===== config.mk =====
export PLATFORM = sky130hd
export DESIGN_NAME = gpio_masked_port
export DESIGN_NICKNAME = d
export VERILOG_FILES = /design/src/rtl/gpio_mask_pkg.sv /design/src/rtl/gpio_sync.sv /design/src/rtl/gpio_bus_phase.sv /design/src/rtl/gpio_regs.sv /design/src/rtl/gpio_masked_port.sv
export SDC_FILE = /design/constraint.sdc
export NUM_CORES = 1
export LEC_CHECK = 0
export CAP_MARGIN = 20
export CORE_MARGIN = 5
export CORE_UTILIZATION = 55
export DETAILED_ROUTE_END_ITERATION = 10
export DONT_BUFFER_PORTS = 1
export PLACE_DENSITY = 0.69
export SKIP_LAST_GASP = 1
export SLEW_MARGIN = 20
export SYNTH_ARGS = -nofsm -noshare
export SYNTH_HDL_FRONTEND = slang
export SYNTH_SLANG_ARGS = --single-unit

===== constraint.sdc =====
create_clock -name clk -period 2.44 [get_ports clk]
set_input_delay 0.244 -clock clk [delete_from_list [all_inputs] [get_ports clk]]
set_output_delay 0.244 -clock clk [all_outputs]
set_load 0.1 [all_outputs]

===== src/rtl/gpio_mask_pkg.sv =====
package gpio_mask_pkg;
    typedef enum logic [1:0] {
        PH_IDLE   = 2'd0,
        PH_SETUP  = 2'd1,
        PH_ACCESS = 2'd2
    } bus_phase_e;

    localparam logic [31:0] PORT_ID_WORD = 32'h0004_1061;
endpackage


===== src/rtl/gpio_sync.sv =====
module gpio_sync #(
    parameter int W = 8
) (
    input  logic         clk,
    input  logic         rst_n,
    input  logic [W-1:0] async_in,
    output logic [W-1:0] sync_out
);
    logic [W-1:0] stage1_q;
    logic [W-1:0] stage2_q;

    always_ff @(posedge clk or negedge rst_n) begin
        if (!rst_n) begin
            stage1_q <= '0;
            stage2_q <= '0;
        end else begin
            stage1_q <= async_in;
            stage2_q <= stage1_q;
        end
    end

    assign sync_out = stage2_q;
endmodule


===== src/rtl/gpio_bus_phase.sv =====
module gpio_bus_phase
    import gpio_mask_pkg::*;
(
    input  logic clk,
    input  logic rst_n,
    input  logic psel,
    input  logic penable,
    output logic access_ok
);
    bus_phase_e state_q;
    bus_phase_e state_d;

    always_ff @(posedge clk or negedge rst_n) begin
        if (!rst_n) state_q <= PH_IDLE;
        else        state_q <= state_d;
    end

    always_comb begin
        state_d = PH_IDLE;
        unique case (state_q)
            PH_IDLE:   state_d = (psel && !penable) ? PH_SETUP : PH_IDLE;
            PH_SETUP:  state_d = (psel && penable) ? PH_ACCESS : PH_IDLE;
            PH_ACCESS: state_d = (psel && !penable) ? PH_SETUP : PH_IDLE;
            default:   state_d = PH_IDLE;
        endcase
    end

    always_comb begin
        access_ok = 1'b0;
        unique case (state_q)
            PH_SETUP:  access_ok = psel && penable;
            PH_IDLE,
            PH_ACCESS: access_ok = 1'b0;
            default:   access_ok = 1'b0;
        endcase
    end

    // an access only ever follows a setup cycle on the bus
    assert_access_after_setup_R9: assert property (
        @(posedge clk) disable iff (!rst_n)
        access_ok |-> $past(psel && !penable)
    );
endmodule


===== src/rtl/gpio_regs.sv =====
module gpio_regs
    import gpio_mask_pkg::*;
#(
    parameter int N  = 8,
    parameter int AW = 12
) (
    input  logic          clk,
    input  logic          rst_n,
    input  logic          wr_stb,
    input  logic          rd_stb,
    input  logic [AW-1:0] addr,
    input  logic [N-1:0]  wdata,
    input  logic [N-1:0]  pin_in,
    output logic [N-1:0]  dir_q,
    output logic [N-1:0]  out_q,
    output logic [N-1:0]  rdata
);
    localparam int WAW = AW - 2;
    localparam logic [WAW-1:0]  DIR_WORD = WAW'(1) << N;
    localparam logic [AW-5:0]   ID_BLOCK = {(AW-4){1'b1}} - 1'b1;

    logic         data_hit;
    logic         dir_hit;
    logic         id_hit;
    logic [N-1:0] mask;
    logic [N-1:0] pin_val;
    logic [7:0]   id_byte;

    assign data_hit = (addr[AW-1:N+2] == '0);
    assign dir_hit  = (addr[AW-1:2] == DIR_WORD);
    assign id_hit   = (addr[AW-1:4] == ID_BLOCK);
    assign mask     = addr[N+1:2];
    assign pin_val  = (dir_q & out_q) | (~dir_q & pin_in);
    assign id_byte  = PORT_ID_WORD[8*addr[3:2] +: 8];

    always_ff @(posedge clk or negedge rst_n) begin
        if (!rst_n)                 dir_q <= '0;
        else if (wr_stb && dir_hit) dir_q <= wdata;
    end

    for (genvar g = 0; g < N; g++) begin : g_line
        always_ff @(posedge clk or negedge rst_n) begin
            if (!rst_n)
                out_q[g] <= 1'b0;
            else if (wr_stb && data_hit && mask[g] && dir_q[g])
                out_q[g] <= wdata[g];
        end

        // a write while the line is an input leaves its output bit alone
        assert_input_write_ignored_R4: assert property (
            @(posedge clk) disable iff (!rst_n)
            (wr_stb && !dir_q[g]) |=> $stable(out_q[g])
        );

        // a write whose mask bit is clear leaves the line alone
        assert_unmasked_kept_R3: assert property (
            @(posedge clk) disable iff (!rst_n)
            (wr_stb && data_hit && !addr[g+2]) |=> $stable(out_q[g])
        );
    end

    always_comb begin
        rdata = '0;
        if (rd_stb) begin
            if (data_hit)     rdata = pin_val & mask;
            else if (dir_hit) rdata = dir_q;
            else if (id_hit)  rdata = N'(id_byte);
        end
    end

    // a direction write takes the written byte
    assert_dir_write_R2: assert property (
        @(posedge clk) disable iff (!rst_n)
        (wr_stb && dir_hit) |=> (dir_q == $past(wdata))
    );
endmodule


===== src/rtl/gpio_masked_port.sv =====
module gpio_masked_port #(
    parameter int N_LINES = 8,
    parameter int ADDR_W  = 12
) (
    input  logic               clk,
    input  logic               rst_n,
    input  logic               psel,
    input  logic               penable,
    input  logic               pwrite,
    input  logic [ADDR_W-1:0]  paddr,
    input  logic [N_LINES-1:0] pwdata,
    output logic [N_LINES-1:0] prdata,
    input  logic [N_LINES-1:0] pad_in,
    output logic [N_LINES-1:0] pad_out,
    output logic [N_LINES-1:0] pad_oe
);
    logic               access_ok;
    logic               wr_stb;
    logic               rd_stb;
    logic [N_LINES-1:0] pin_sync;

    gpio_bus_phase u_phase (
        .clk       (clk),
        .rst_n     (rst_n),
        .psel      (psel),
        .penable   (penable),
        .access_ok (access_ok)
    );

    assign wr_stb = access_ok && pwrite;
    assign rd_stb = access_ok && !pwrite;

    gpio_sync #(.W(N_LINES)) u_sync (
        .clk      (clk),
        .rst_n    (rst_n),
        .async_in (pad_in),
        .sync_out (pin_sync)
    );

    gpio_regs #(.N(N_LINES), .AW(ADDR_W)) u_regs (
        .clk    (clk),
        .rst_n  (rst_n),
        .wr_stb (wr_stb),
        .rd_stb (rd_stb),
        .addr   (paddr),
        .wdata  (pwdata),
        .pin_in (pin_sync),
        .dir_q  (pad_oe),
        .out_q  (pad_out),
        .rdata  (prdata)
    );

    // read data is quiet outside a read access phase
    assert_quiet_rdata_R9: assert property (
        @(posedge clk) disable iff (!rst_n)
        !(psel && penable && !pwrite) |-> (prdata == '0)
    );
endmodule


# Yosys cells after proc, flatten, opt, wreduce, memory -nomap -nowiden
# Index checks and enable logic that the tools add are counted.
op_classes:
  n_addsub: 0
  multipliers: 0
  n_div: 0
  order_cmp: 0
  eq_ne: 4
  n_shift: 1
  muxes: 8
  bitwise_logic: 5
  reduce_logical: 27
op_table:
  columns: ["cell", "n"]
  rows:
  - ["$mux W8", 4]
  - ["$shiftx A32 B6 Y8 const A", 1]
  - ["$and A8 B8 Y8", 3]
  - ["$logic_and A1 B1 Y1", 22]
  - ["$eq A10 B9 Y1 const B", 1]
  - ["$eq A8 B8 Y1 const B", 1]
  - ["$not A8 Y8", 1]
  - ["$or A8 B8 Y8", 1]
  - ["$logic_not A2 Y1", 2]
  - ["$pmux W2 S2", 1]
  - ["$eq A2 B1 Y1 const B", 1]
  - ["$eq A2 B2 Y1 const B", 1]
  - ["$logic_not A1 Y1", 2]
  - ["$mux W1", 2]
  - ["$mux W2", 1]
  - ["$reduce_or A2 Y1", 1]
totals:
  register_bits: 34
  latch_bits: 0
  mem_bits_rw: 0
  mem_bits_ro: 0
  input_bits: 33
  out_inout_bits: 24
  n_memories: 0

# Depth between registers and ports, before layout
depth:
  depth_word: 6
  depth_mapped: 6
  mapped_depth_nobuf: 4

# By module
# A second synthesis with hierarchy kept.
hier_totals:
  cells_unflattened: 110
  hier_area_um2: 1442.6
modules_own_cells:
  columns: ["mod", "instances", "cells_per_inst", "area_each_um2", "seq_area_each_um2"]
  rows:
  - ["gpio_regs", 1, 88, 958.4, 400.4]
  - ["gpio_sync", 1, 16, 400.4, 400.4]
  - ["gpio_bus_phase", 1, 4, 67.6, 50.0]
  - ["gpio_masked_port", 1, 2, 16.3, 0.0]

# Worst setup path before layout
# OpenSTA, ideal clock, no wires.
synth_timing:
  path_type: "reg2out"
  startpoint: "register u_regs.dir_q[2]"
  endpoint: "output prdata[2]"
  arrival_time_ns: 3.622
  required_time_ns: 2.196
  setup_slack_ns: -1.426
  path_stages_with_launch: 4
  path_cell_list: "dfrtp_1 mux2_2 nand2_1 a221oi_1"
synth_via:
  elab_chain_len: 6
  elab_cells_between_ends: 8
synth_rtl:
  columns: ["item", "line_no", "text"]
  rows:
  - ["from (decl)", "gpio_regs.sv:14", "output logic [N-1:0] dir_q,"]
  - ["from (signal assigned)", "gpio_regs.sv:38", "else if (wr_stb && dir_hit) dir_q <= wdata;"]
  - ["$not A8 Y8", "gpio_regs.sv:33", "assign pin_val = (dir_q & out_q) | (~dir_q & pin_in);"]
  - ["$and A8 B8 Y8", "gpio_regs.sv:33", null]
  - ["$or A8 B8 Y8", "gpio_regs.sv:33", null]
  - ["$and A8 B8 Y8", "gpio_regs.sv:65", "if (data_hit) rdata = pin_val & mask;"]
  - ["$mux W8 *", "gpio_regs.sv:65", null]
  - ["$mux W8 *", "gpio_regs.sv:64", "if (rd_stb) begin"]
  - ["to (decl)", "gpio_masked_port.sv:12", "output logic [N_LINES-1:0] prdata,"]
# Mark *: on every way between the ends. The rest lies on a longest branch, timed or not.

# Worst setup path in the final report
layout_timing:
  startpoint: "register u_phase.state_q[1]"
  endpoint: "output prdata[0]"
layout_via:
  elab_chain_len: 4
layout_rtl:
  columns: ["item", "line_no", "text"]
  rows:
  - ["from (decl)", "gpio_bus_phase.sv:10", "bus_phase_e state_q;"]
  - ["from (signal assigned)", "gpio_bus_phase.sv:15", "else state_q <= state_d;"]
  - ["$eq A2 B1 Y1", "gpio_bus_phase.sv:30", "unique case (state_q)"]
  - ["$mux W1", "gpio_bus_phase.sv:30", null]
  - ["$logic_and A1 B1 Y1", "gpio_masked_port.sv:31", "assign rd_stb = access_ok && !pwrite;"]
  - ["$mux W8", "gpio_regs.sv:64", null]
# No other way between the ends.

==> summary.txt <==
Clock Tree Root: clkbuf_4
worst-path fanout max: 8
total CTS buffers: 5
grt ovf: 0
Post-Synthesis Cells: 110
largest net degree at the start of global routing: 35
cell type with the largest total area after synthesis: dfrtp_1
Least-Margin Pin Slew: 0.732 ns
layout cell share with drive strength beyond 1: 48.3%
Final Setup Violations: 0
Final #Nets: 176
remaining antenna violation count: 0
min Tclk post-route: 2.24 ns
Syn Nets: 143
synthesized flop and latch total: 34
Boundary Pins: 57
Die Width: 61.9 um
nature of the critical path endpoint: output pin
CTS max path bufs: 2
Top delay family on crit path: simple AND/OR/NAND/NOR gates
post-route cell area: 2000 um2
FP Rows: 18
WS Path Type: flip-flop to output pin
via count: 1021
DIE HEIGHT: 61.9 um
initial antenna violation count: 0
first-pass GRT wire length: 5.51 mm
Worst Path Required: 2.20 ns
placed insts: 155
Post-Route WL: 3.48 mm
Max Freq: 446 MHz
met1 Use GR: 25.3%
Area growth, synth to finish: 35.3%
area of the multi-input gates: 678 um2
R2R setup slack: 0.76 ns
Layout Cells excl Fill: 173
unrepaired setup endpoints after global routing: false
WP data arrival: 2.00 ns
Vias/cell: 5.90
Critical Path Start Type: flip-flop
Clock Pin Slew Worst Setup and Hold Paths: 0.11 ns
Final Cycle Share: 91.9%
DRC: 0
Cell Area, Synth: 1480 um2
top cells by area, synth: dfrtp_1 57%, mux2_2 11%, mux2_4 8.1%
Worst path slowest cell: a221oi_4
Worst-Skew Late Latency: 0.34 ns
post-synth top area share: 57.4%
Synth Area per Inst: 13.5 um2
vias in the first global route: 1102
filler instances: 160
initial drt markers: 25
H-tree depth: 2
GPL Wtd Cong: 0.780
status: completed
Antenna diodes: 0
max-cap violation count: 0
Final HPWL DP: 2.54 mm
CP cell instances: and4b_2 > nand2b_1 > a221oi_4 > buf_12
register area: 860 um2
Synth cell types: 26
Worst Hold Class: primary input to flip-flop
final hold vios: 0
Final Max Slew Viols: 0
Clock Sinks: 34
worst rel slew slack: 51.2%
sequential fraction of the synthesis area: 57.4%
CP bufs+invs: 1
total track usage: 21.1%
setup skew after layout: 0.0153 ns
Cell Pwr Density: 480 nW/um2
wire per inst: 20.1 um
worst hold slack: 0.0382 ns
Area after DPL: 1830 um2
drt first pass iters: 4
Die ar.: 3830 um2
Critical Path Max Stage Delay: 0.39 ns
core footprint: 2520 um2
Yosys warning count: 0
CTS tree: done
Initial Util: 58.7%
met3 usage: 7.85%
GR peak layer: met2
Worst VDD drop: 0.498 mV
IO Port Bufs: 0
Leakage: 0.844 nW
met2 Use GR: 33.2%
==> metal layers <==
layer / part of all wire, % / vias to the layer above
met2: 50 / 39
met4: 1.9 / 0
li1: - / 466
met1: 38 / 509
met3: 9.9 / 7
met5: 0 / -
==> cell families (layout without fill, tap and decap cells) <==
logic type             count (synthesis)  in the layout  share of synthesized area [%]
buffers and inverters                  6             39                           3.21
AND/OR/NAND/NOR                       36             36                           13.6
multiplexers                          24             24                           20.3
AO/OA/AOI/OAI                         10             10                           5.49
flip-flops                            34             34                           57.4
==> state kept, by name, summed over array words and instances, names as in the netlist <==
register         cells
u_regs.dir_q         8
u_sync.stage1_q      8
u_sync.sync_out      8
u_regs.out_q         8
u_phase.state_q      2
==> where the power goes <==
part / internal [mW] / switching, mW / leakage (nW) / total [mW]
Combinational: 0.0307 / 0.0365 / 0.387 / 0.0672
Sequential: 0.578 / 0.00452 / 0.425 / 0.582
Clock: 0.136 / 0.176 / 0.0314 / 0.312
==> path summary, 6_finish.rpt <==
check                                              from                      endpoint  cells after the start
min in group asynchronous                         rst_n   u_regs.out_q[0]$_DFFE_PN0P_                      2
max in group asynchronous                         rst_n   u_regs.out_q[5]$_DFFE_PN0P_                      2
min reg2reg                u_sync.stage1_q[7]$_DFF_PN0_  u_sync.sync_out[7]$_DFF_PN0_                      0
min                                           pwdata[6]   u_regs.dir_q[6]$_DFFE_PN0P_                      1
max                        u_phase.state_q[1]$_DFF_PN0_                     prdata[0]                      4
max reg2reg                u_phase.state_q[1]$_DFF_PN0_   u_regs.out_q[1]$_DFFE_PN0P_                      4
==> worst register-to-register path: stages, from the launching register on <==
cell	delay, ns
dfrtp_1	0.37
and4b_2	0.31
and3_1	0.42
nand3_1	0.15
mux2_1	0.33
==> cells in the final DEF, fill, tap and decap left out, types with 2 or more instances in the layout <==
cell / netlist / layout
nor2_1: 7 / 4
dlygate4sd3_1: 0 / 10
nand3_1: 8 / 8
buf_12: 1 / 9
nand2_1: 10 / 10
buf_4: 0 / 12
nor2_2: 0 / 3
dfrtp_2: 0 / 7
a32oi_1: 3 / 3
and3_1: 2 / 2
mux2_4: 8 / 8
clkbuf_4: 0 / 5
dfrtp_1: 34 / 27
a221oi_4: 0 / 5
mux2_2: 15 / 15
==> Yosys cell counts <==
master    instances
and4b_2           1
nand2_1          10
and3_4            1
nor2_1            7
nand4b_1          1
a221oi_1          5
nor4b_2           1
mux2_4            8
and3_1            2
a21oi_1           1
a31oi_1           1
buf_6             1
clkbuf_1          2
mux2_1            1
nand4_1           1
mux2_2           15
a32oi_1           3
dfrtp_1          34
nand3_1           8
inv_1             1
nand2b_1          1
nor3b_1           1
nor4_2            1
buf_2             1
nor4_1            1
buf_12            1
==> stage by stage <==
| step | TNS, ns | worst slack [ns] | total power, mW | util [%] |
|---|---|---|---|---|
| floorplan | -0.0257 | -0.0257 | 0.624 | - |
| global placement | 0 | 0.581 | 0.633 | 72.5 |
| detailed placement | 0 | 0.571 | 0.634 | 72.5 |
| CTS | 0 | 0.171 | 0.969 | 79.5 |
| global route | 0 | 0.0856 | 1.00 | 79.5 |
| finish | 0 | 0.197 | 0.962 | 79.5 |
==> final cells by class <==
cell class / instances / area share [%]
timing repair buffer: 31 / 18.5
clock buffer: 7 / 2.75
tap: 30 / 1.87
multi-input combinational: 70 / 33.8
inverter: 1 / 0.187
sequential: 34 / 42.9
==> what timing repair did <==
| action | 4_1_cts | 5_1_grt |
|---|---|---|
| gates resized for setup | 0 | 0 |
| hold endpoints to repair | 43 | 0 |
| hold buffers | 11 | 0 |
| setup buffers | 0 | 0 |
No activity file was read; power rests on OpenSTA's default activity.
